--- src/rtl/usb_crc16_pkg.sv ---
package usb_crc16_pkg;
  localparam int unsigned CRC_W_DEF = 16;
  localparam logic [15:0] POLY_DEF = 16'h8005;
  localparam logic [15:0] RESID_DEF = 16'h800D;
  localparam logic [15:0] INIT_DEF = 16'hFFFF;

  typedef enum logic {
    PH_DATA = 1'b0,
    PH_CRC  = 1'b1
  } phase_e;
endpackage

--- src/rtl/usb_crc16_core.sv ---
module usb_crc16_core #(
  parameter int unsigned W    = 16,
  parameter logic [W-1:0] POLY = 16'h8005,
  parameter logic [W-1:0] INIT = '1
) (
  input  logic         clk_i,
  input  logic         rst_ni,
  input  logic         sop_i,
  input  logic         adv_i,
  input  logic         shift_only_i,
  input  logic         din_i,
  output logic [W-1:0] crc_o
);
  logic [W-1:0] crc_q, step_d;
  logic         fb;

  assign fb = din_i ^ crc_q[W-1];

  // one LFSR step, taps picked per bit from POLY
  for (genvar i = 0; i < W; i++) begin : g_tap
    if (i == 0) begin : g_lsb
      assign step_d[i] = POLY[i] & fb;
    end else begin : g_up
      assign step_d[i] = crc_q[i-1] ^ (POLY[i] & fb);
    end
  end

  always_ff @(posedge clk_i or negedge rst_ni) begin
    if (!rst_ni) begin
      crc_q <= INIT;
    end else if (sop_i) begin
      crc_q <= INIT;
    end else if (adv_i) begin
      if (shift_only_i) crc_q <= {crc_q[W-2:0], 1'b0};
      else              crc_q <= step_d;
    end
  end

  assign crc_o = crc_q;
endmodule

--- src/rtl/usb_crc16_txseq.sv ---
module usb_crc16_txseq
  import usb_crc16_pkg::*;
#(
  parameter int unsigned W = 16
) (
  input  logic clk_i,
  input  logic rst_ni,
  input  logic sop_i,
  input  logic tx_mode_i,
  input  logic eop_i,
  input  logic adv_i,
  output logic phase_o
);
  localparam int unsigned CW = $clog2(W);
  localparam logic [CW-1:0] LAST = CW'(W - 1);

  phase_e      ph_q;
  logic [CW-1:0] cnt_q;

  always_ff @(posedge clk_i or negedge rst_ni) begin
    if (!rst_ni) begin
      ph_q  <= PH_DATA;
      cnt_q <= '0;
    end else if (sop_i) begin
      ph_q  <= PH_DATA;
      cnt_q <= '0;
    end else if (ph_q == PH_DATA) begin
      if (eop_i && tx_mode_i) begin
        ph_q  <= PH_CRC;
        cnt_q <= '0;
      end
    end else if (adv_i) begin
      if (cnt_q == LAST) begin
        ph_q  <= PH_DATA;
        cnt_q <= '0;
      end else begin
        cnt_q <= cnt_q + 1'b1;
      end
    end
  end

  assign phase_o = (ph_q == PH_CRC);
endmodule

--- src/rtl/usb_crc16_rxchk.sv ---
module usb_crc16_rxchk #(
  parameter int unsigned W     = 16,
  parameter logic [W-1:0] RESID = 16'h800D
) (
  input  logic         clk_i,
  input  logic         rst_ni,
  input  logic         sop_i,
  input  logic         eval_i,
  input  logic [W-1:0] crc_i,
  output logic         good_o,
  output logic         bad_o
);
  logic match;
  assign match = (crc_i == RESID);

  always_ff @(posedge clk_i or negedge rst_ni) begin
    if (!rst_ni) begin
      good_o <= 1'b0;
      bad_o  <= 1'b0;
    end else if (sop_i) begin
      good_o <= 1'b0;
      bad_o  <= 1'b0;
    end else begin
      good_o <= eval_i && match;
      bad_o  <= eval_i && !match;
    end
  end
endmodule

--- src/rtl/usb_crc16.sv ---
module usb_crc16
  import usb_crc16_pkg::*;
#(
  parameter int unsigned W     = CRC_W_DEF,
  parameter logic [W-1:0] POLY  = POLY_DEF,
  parameter logic [W-1:0] INIT  = INIT_DEF,
  parameter logic [W-1:0] RESID = RESID_DEF
) (
  input  logic clk_i,
  input  logic rst_ni,
  input  logic sop_i,
  input  logic tx_mode_i,
  input  logic bit_valid_i,
  input  logic bit_i,
  input  logic eop_i,
  output logic ser_o,
  output logic crc_phase_o,
  output logic good_o,
  output logic bad_o
);
  logic [W-1:0] crc_q;
  logic         phase;

  usb_crc16_core #(.W(W), .POLY(POLY), .INIT(INIT)) core_i (
    .clk_i       (clk_i),
    .rst_ni      (rst_ni),
    .sop_i       (sop_i),
    .adv_i       (bit_valid_i),
    .shift_only_i(phase),
    .din_i       (bit_i),
    .crc_o       (crc_q)
  );

  usb_crc16_txseq #(.W(W)) txseq_i (
    .clk_i    (clk_i),
    .rst_ni   (rst_ni),
    .sop_i    (sop_i),
    .tx_mode_i(tx_mode_i),
    .eop_i    (eop_i),
    .adv_i    (bit_valid_i),
    .phase_o  (phase)
  );

  usb_crc16_rxchk #(.W(W), .RESID(RESID)) rxchk_i (
    .clk_i (clk_i),
    .rst_ni(rst_ni),
    .sop_i (sop_i),
    .eval_i(eop_i && !tx_mode_i),
    .crc_i (crc_q),
    .good_o(good_o),
    .bad_o (bad_o)
  );

  // output select: payload pass-through or complemented register MSB
  assign ser_o       = phase ? ~crc_q[W-1] : bit_i;
  assign crc_phase_o = phase;
endmodule

--- config.mk ---
export PLATFORM = sky130hd
export DESIGN_NAME = usb_crc16
export DESIGN_NICKNAME = d
export VERILOG_FILES = /design/src/rtl/usb_crc16_pkg.sv /design/src/rtl/usb_crc16_core.sv /design/src/rtl/usb_crc16_txseq.sv /design/src/rtl/usb_crc16_rxchk.sv /design/src/rtl/usb_crc16.sv
export SDC_FILE = /design/constraint.sdc
export NUM_CORES = 1
export LEC_CHECK = 0
export CAP_MARGIN = 20
export CORE_MARGIN = 10
export CORE_UTILIZATION = 55
export DETAILED_ROUTE_END_ITERATION = 8
export GPL_ROUTABILITY_DRIVEN = 1
export PLACE_DENSITY = 0.88
export SLEW_MARGIN = 20
export SYNTH_ARGS = -nofsm -noshare
export SYNTH_HDL_FRONTEND = slang
export SYNTH_SLANG_ARGS = --single-unit
--- constraint.sdc ---
create_clock -name clk_i -period 2.1 [get_ports clk_i]
set_input_delay 0.21 -clock clk_i [delete_from_list [all_inputs] [get_ports clk_i]]
set_output_delay 0.21 -clock clk_i [all_outputs]
set_load 0.1 [all_outputs]
==> results of run 1 <==
## synthesized netlist by cell type, types with 2 or more instances
| cell | number | share of area (%) |
|---|---|---|
| a21oi_1 | 2 | 0.87 |
| nand3_1 | 6 | 2.6 |
| nor4b_1 | 2 | 1.5 |
| nand2_1 | 2 | 0.65 |
| a31oi_1 | 2 | 1.1 |
| and3_1 | 2 | 1.1 |
| nor2b_1 | 12 | 6.5 |
| buf_6 | 2 | 2.0 |
| inv_1 | 2 | 0.65 |
| nand3b_1 | 3 | 2.0 |
| dfrtp_1 | 7 | 15 |
| o21ai_1 | 2 | 0.87 |
| nor4_1 | 2 | 1.1 |
| nand4_1 | 2 | 1.1 |
| nor2_1 | 2 | 0.65 |
| buf_2 | 2 | 0.87 |
| a211o_1 | 14 | 11 |
| dfstp_2 | 16 | 36 |
| nor3_1 | 6 | 2.6 |
## kinds of logic after synthesis
kind of cell / share of synthesized area [%]
fa+ha+maj: 1.086
flops: 51.68
buf+inv: 5.863
simple gates: 23.56
xor+xnor: 0.7602
compound gates: 17.05
## sequential cells by signal, indices dropped and copies added, names as in the netlist
| name | count |
|---|---|
| txseq_i.cnt_q | 4 |
| txseq_i.phase_o | 1 |
| rxchk_i.bad_o | 1 |
| core_i.crc_o | 16 |
| rxchk_i.good_o | 1 |
## stage by stage
step           std cells  instance area [um^2]
3_5_place_dp         137                  1266
6_report             141                  1294
5_1_grt              141                  1294
2_1_floorplan        103                  1164
4_1_cts              141                  1294
3_3_place_gp         137                  1266
## where the power goes
part           switching (mW)  internal (mW)
Combinational          0.0908         0.0634
Clock                   0.127         0.0709
Sequential             0.0256          0.484
Total                   0.243          0.618
## final timing paths
check	from	to	depth (start not counted)
min in group clk_i	tx_mode_i	rxchk_i.good_o	2
worst min register to register	txseq_i.cnt_q[3]	txseq_i.cnt_q[3]	1
max in group asynchronous	rst_ni	core_i.crc_o[6]	2
worst min-delay path	rst_ni	txseq_i.cnt_q[2]	2
worst max register to register	core_i.crc_o[3]	rxchk_i.good_o	3
worst max-delay path	txseq_i.phase_o	ser_o	3
## cell type report
class                      count  share of cell area (%)
clock buffer                   3                   1.741
clock inverter                 1                  0.3868
inverter                       3                  0.8704
multi-input combinational     71                   38.68
sequential                    23                   46.03
tap                           27                   2.611
timing repair buffer          13                   9.671
## critical path: stages (launching register included)
cell	delay, ns
dfrtp_1	0.60
nor2_1	0.12
a21oi_4	0.15
buf_12	0.19
## routing by layer
layer  up-vias  wire, um
li1        406         -
met1       382      1019
met2        27       978
met3         4       103
met4         0        27
met5         -         0
==> results.json, run 1 <==
{
  "status": "finished clean",
  "min-delay-path-class": "in -> async",
  "ys_seq_area_share_pct": 51.68,
  "grt_remaining_overflow": 0,
  "area_growth_pct": 12.27,
  "path_max_fanout": 11,
  "synth_seq_cells": 23,
  "wl_per_cell_um": 15.09,
  "syn_avg_cell_area_um2": 11.19,
  "seq_area_um2": 595.6,
  "multiInputGateArea_um2": 500.5,
  "timing.hold.ws_ns": 0.2403,
  "cts_tree": "yes",
  "core_area_um2": 1982,
  "finalCritPeriodShare_pct": 75.48,
  "htreeDepth": 1,
  "grt_use_total_pct": 10.55,
  "cp-end-kind": "output port",
  "rrSetupSlack_ns": 0.66,
  "die_area_um2": 4326,
  "grt_start_max_net_pins": 37,
  "rows": 16,
  "ir_worst_vdd_uv": 409.8,
  "met2_usage_pct": 17.15,
  "finalHoldViolCount": 0,
  "layout_commonest_cell": "dfstp_2",
  "cp.arrival_ns": 1.37,
  "grt_pass1_vias": 787,
  "dr.pass1.iters": 4,
  "clkSlewWorstSetupHoldPaths_ns": 0.12,
  "setup_slack_ns": 0.5150,
  "die_y_um": 65.78,
  "grtUsageMet1_pct": 13.81,
  "drc": 0,
  "cts.sinks": 23,
  "antenna_found_initial": 0,
  "leakagePower_nw": 0.5171,
  "antenna_left": 0,
  "setup_violations": 0,
  "grt_pass1_wl_um": 3726,
  "crit_required_ns": 1.89,
  "startpoint_type": "flip-flop",
  "cts_root_buffer": "clkbuf_4",
  "dr.first_iter.drc_count": 59,
  "initial_core_util_pct": 58.14,
  "ios": 11,
  "drt_wl_total_um": 2128,
  "dpl_worst_slack_ns": 0.6194,
  "num-nets-final": 123,
  "insertion_delay_ns": 0.30,
  "synthFlopType": "dfstp_2",
  "yosysWarnings": 0,
  "clk_path_buf_depth": 2,
  "syn_nets": 111,
  "rsz0062_at_grt": "no",
  "cts_setup_buffers": 0,
  "finalPower_mw": 0.8618,
  "critical_path_class": "reg -> out",
  "final_cell_mix": "dfstp_2, a211o_1, nor2b_1",
  "drv_slew": 0,
  "synthCells": 103,
  "async_flop_share_pct": 100.0,
  "synth_area_um2": 1152,
  "max_cap_viol_count": 0,
  "hold_buffers": 0,
  "min_period_ns": 1.585,
  "synth-edff-count": 0,
  "numCtsBuffers": 3,
  "skew_ns": 0.004563,
  "fmax_mhz": 630.9,
  "tns_ns": 0,
  "layout-drive-gt1-share_pct": 27.19,
  "portBuffers": 10,
  "fp.dieW_um": 65.78,
  "n_fill_cell": 141,
  "relSlewSlack_pct": 73.62,
  "gp_congestion": 0.7943,
  "gr-usage-met3_pct": 2.373,
  "via_count": 819,
  "pwr_density_cell_nw_per_um2": 666.2,
  "antenna_cells": 0,
  "worstMarginPinSlew_ns": 0.3956,
  "post_cts_resized": 0,
  "post-route-util_pct": 65.28,
  "yosys.cell_types.count": 34,
  "busiest_layer": "met2",
  "vias_per_cell": 5.809
}
(Power assumes the default switching activity.)
==> run 2: changes to the inputs <==
Clock period 2.1 ns to 1.5 ns, I/O delays scaled along.
==> run 2 against run 1 <==
Total power rose by 44%. Hold slack got worse by 0.084 ns. Worst setup slack worse by 0.46 ns. Clock power grew 48%. Critical path depth is the same. Die area unchanged. First-iteration DRC count up 3.4%. Non-clock buffer count unchanged. Clock skew down 0.0014 ns. Sequential power up 40%. Cell count stayed put.
==> results.json, run 2 (synthesized netlist as in run 1, its figures left out) <==
{
  "cp-end-kind": "output port",
  "leakagePower_nw": 0.5326,
  "clk_path_buf_depth": 2,
  "drt_wl_total_um": 2244,
  "via_count": 840,
  "placed_cells": 137,
  "critical_path_class": "reg -> out",
  "relSlewSlack_pct": 81.04,
  "antenna_found_initial": 0,
  "drv_slew": 0,
  "dr.pass1.iters": 6,
  "die_y_um": 65.78,
  "area_growth_pct": 18.68,
  "portBuffers": 10,
  "timing.critical_path.buf_inv": 1,
  "instances_no_fill": 141,
  "crit_chain": "nor2_2 -> a21oi_4 -> buf_12",
  "crit_required_ns": 1.35,
  "core_area_um2": 1982,
  "final_cell_mix": "dfstp_2, a211o_1, nor2b_1",
  "gp_congestion": 0.8033,
  "fp.dieW_um": 65.78,
  "design_area_um2": 1368,
  "insertion_delay_ns": 0.32,
  "r2r-start": "core_i.crc_o[15]",
  "worstMarginPinSlew_ns": 0.2819,
  "ir_worst_vdd_uv": 602.4,
  "finalHoldViolCount": 0,
  "cts_root_buffer": "clkbuf_4",
  "dr.first_iter.drc_count": 61,
  "finalCritPeriodShare_pct": 96.05,
  "ios": 11,
  "antenna_left": 0,
  "dpl.hpwl_um": 1548,
  "min_period_ns": 1.441,
  "numCtsBuffers": 3,
  "wl_per_cell_um": 15.91,
  "cts.sinks": 23,
  "antenna_cells": 0,
  "path_max_fanout": 11,
  "post-route-util_pct": 69.00,
  "initial_core_util_pct": 58.14,
  "die_area_um2": 4326,
  "num-nets-final": 123,
  "rsz0062_at_grt": "no",
  "clkSlewWorstSetupHoldPaths_ns": 0.12,
  "worstRegToRegCells": 3,
  "max_stage_delay_ns": 0.58,
  "skew_ns": 0.003177,
  "grt_remaining_overflow": 0,
  "setup_violations": 0,
  "vias_per_cell": 5.957,
  "pwr_density_cell_nw_per_um2": 909.6,
  "layout-drive-gt1-share_pct": 28.95,
  "rows": 16,
  "largest_reg_flops": 16,
  "finalPower_mw": 1.244,
  "rr_endpoint": "rxchk_i.good_o",
  "grt_pass1_vias": 780,
  "critPathSlowestCell": "dfrtp_4",
  "drc": 0,
  "grt_use_total_pct": 10.45,
  "grt_start_max_net_pins": 37,
  "cp.arrival_ns": 1.29,
  "place_area_um2": 1335,
  "cp_top_family": "flip-flops",
  "max_cap_viol_count": 0,
  "hold_buffers": 0,
  "rrSetupSlack_ns": 0.14,
  "status": "finished clean",
  "cts_setup_buffers": 0,
  "min-delay-path-class": "in -> async",
  "fmax_mhz": 694.1,
  "htreeDepth": 1,
  "setup.worst_path.start": "txseq_i.phase_o",
  "grt_pass1_wl_um": 3532,
  "startpoint_type": "flip-flop",
  "n_fill_cell": 130,
  "layout_commonest_cell": "dfstp_2",
  "cts_tree": "yes"
}
[run 2: changes by cell type in the layout (fill, tap and decap cells not counted)]
cell and delta:
buf_12 +5, buf_4 -5, clkbuf_1 +1, clkinv_2 -1
dfrtp_1 -1, dfrtp_4 +1, nor2_1 -1, nor2_2 +1
nor4b_1 -1, nor4b_2 +1
[run 2: worst max path at each step]
stage	endpoint	slack (ns)	cells after the start
floorplan	ser_o	-0.01	2
global placement	core_i.crc_o[2]	0.14	4
detailed placement	txseq_i.cnt_q[2]	0.09	4
CTS	ser_o	0.06	3
global route	rxchk_i.good_o	0.02	3
finish	ser_o	0.06	3
[run 2: timing repair]
item | in CTS | in global routing
gates resized for setup | 0 | 1
setup endpoints to repair | 0 | 1
hold endpoints to repair | 0 | 0
[run 2: power breakdown]
| part | total (mW) | switching [mW] | internal, mW |
|---|---|---|---|
| sequential | 0.716 | 0.0365 | 0.679 |
| clock | 0.294 | 0.189 | 0.104 |
| combinational | 0.235 | 0.131 | 0.104 |
| total | 1.24 | 0.357 | 0.887 |
[run 2: worst register-to-register path, delay by kind of cell, from the launching register on]
kind             cells  cell delay (ns)
flip-flops           1             0.61
AND/OR/NAND/NOR      3             0.67
[run 2: area by class of cell]
cell class / instances / area (um^2) / area share (%)
well taps: 27 / 33.78 / 2.470
inverters: 3 / 11.26 / 0.8234
flip-flops and latches: 23 / 599.3 / 43.82
repair buffers: 13 / 187.7 / 13.72
clock buffers: 4 / 26.28 / 1.921
multi-input cells: 71 / 509.2 / 37.24
[run 2: metal layers]
metal | share of wire [%] | GRT usage (%) | vias up
li1 | - | - | 406
met1 | 49 | 12.90 | 404
met2 | 44 | 15.34 | 25
met3 | 5.3 | 3.898 | 5
met4 | 2.0 | 5.615 | 0
met5 | 0 | 0 | -
[run 2: per-stage QoR]
stage,hold WS [ns],setup slack (ns),TNS (ns)
2_1_floorplan,-0.1456,-0.009736,-0.009736
3_3_place_gp,0.4674,0.1440,0
4_1_cts,0.1611,0.06177,0
3_5_place_dp,0.4794,0.08717,0
5_1_grt,0.1685,0.01547,0
6_report,0.1567,0.05920,0
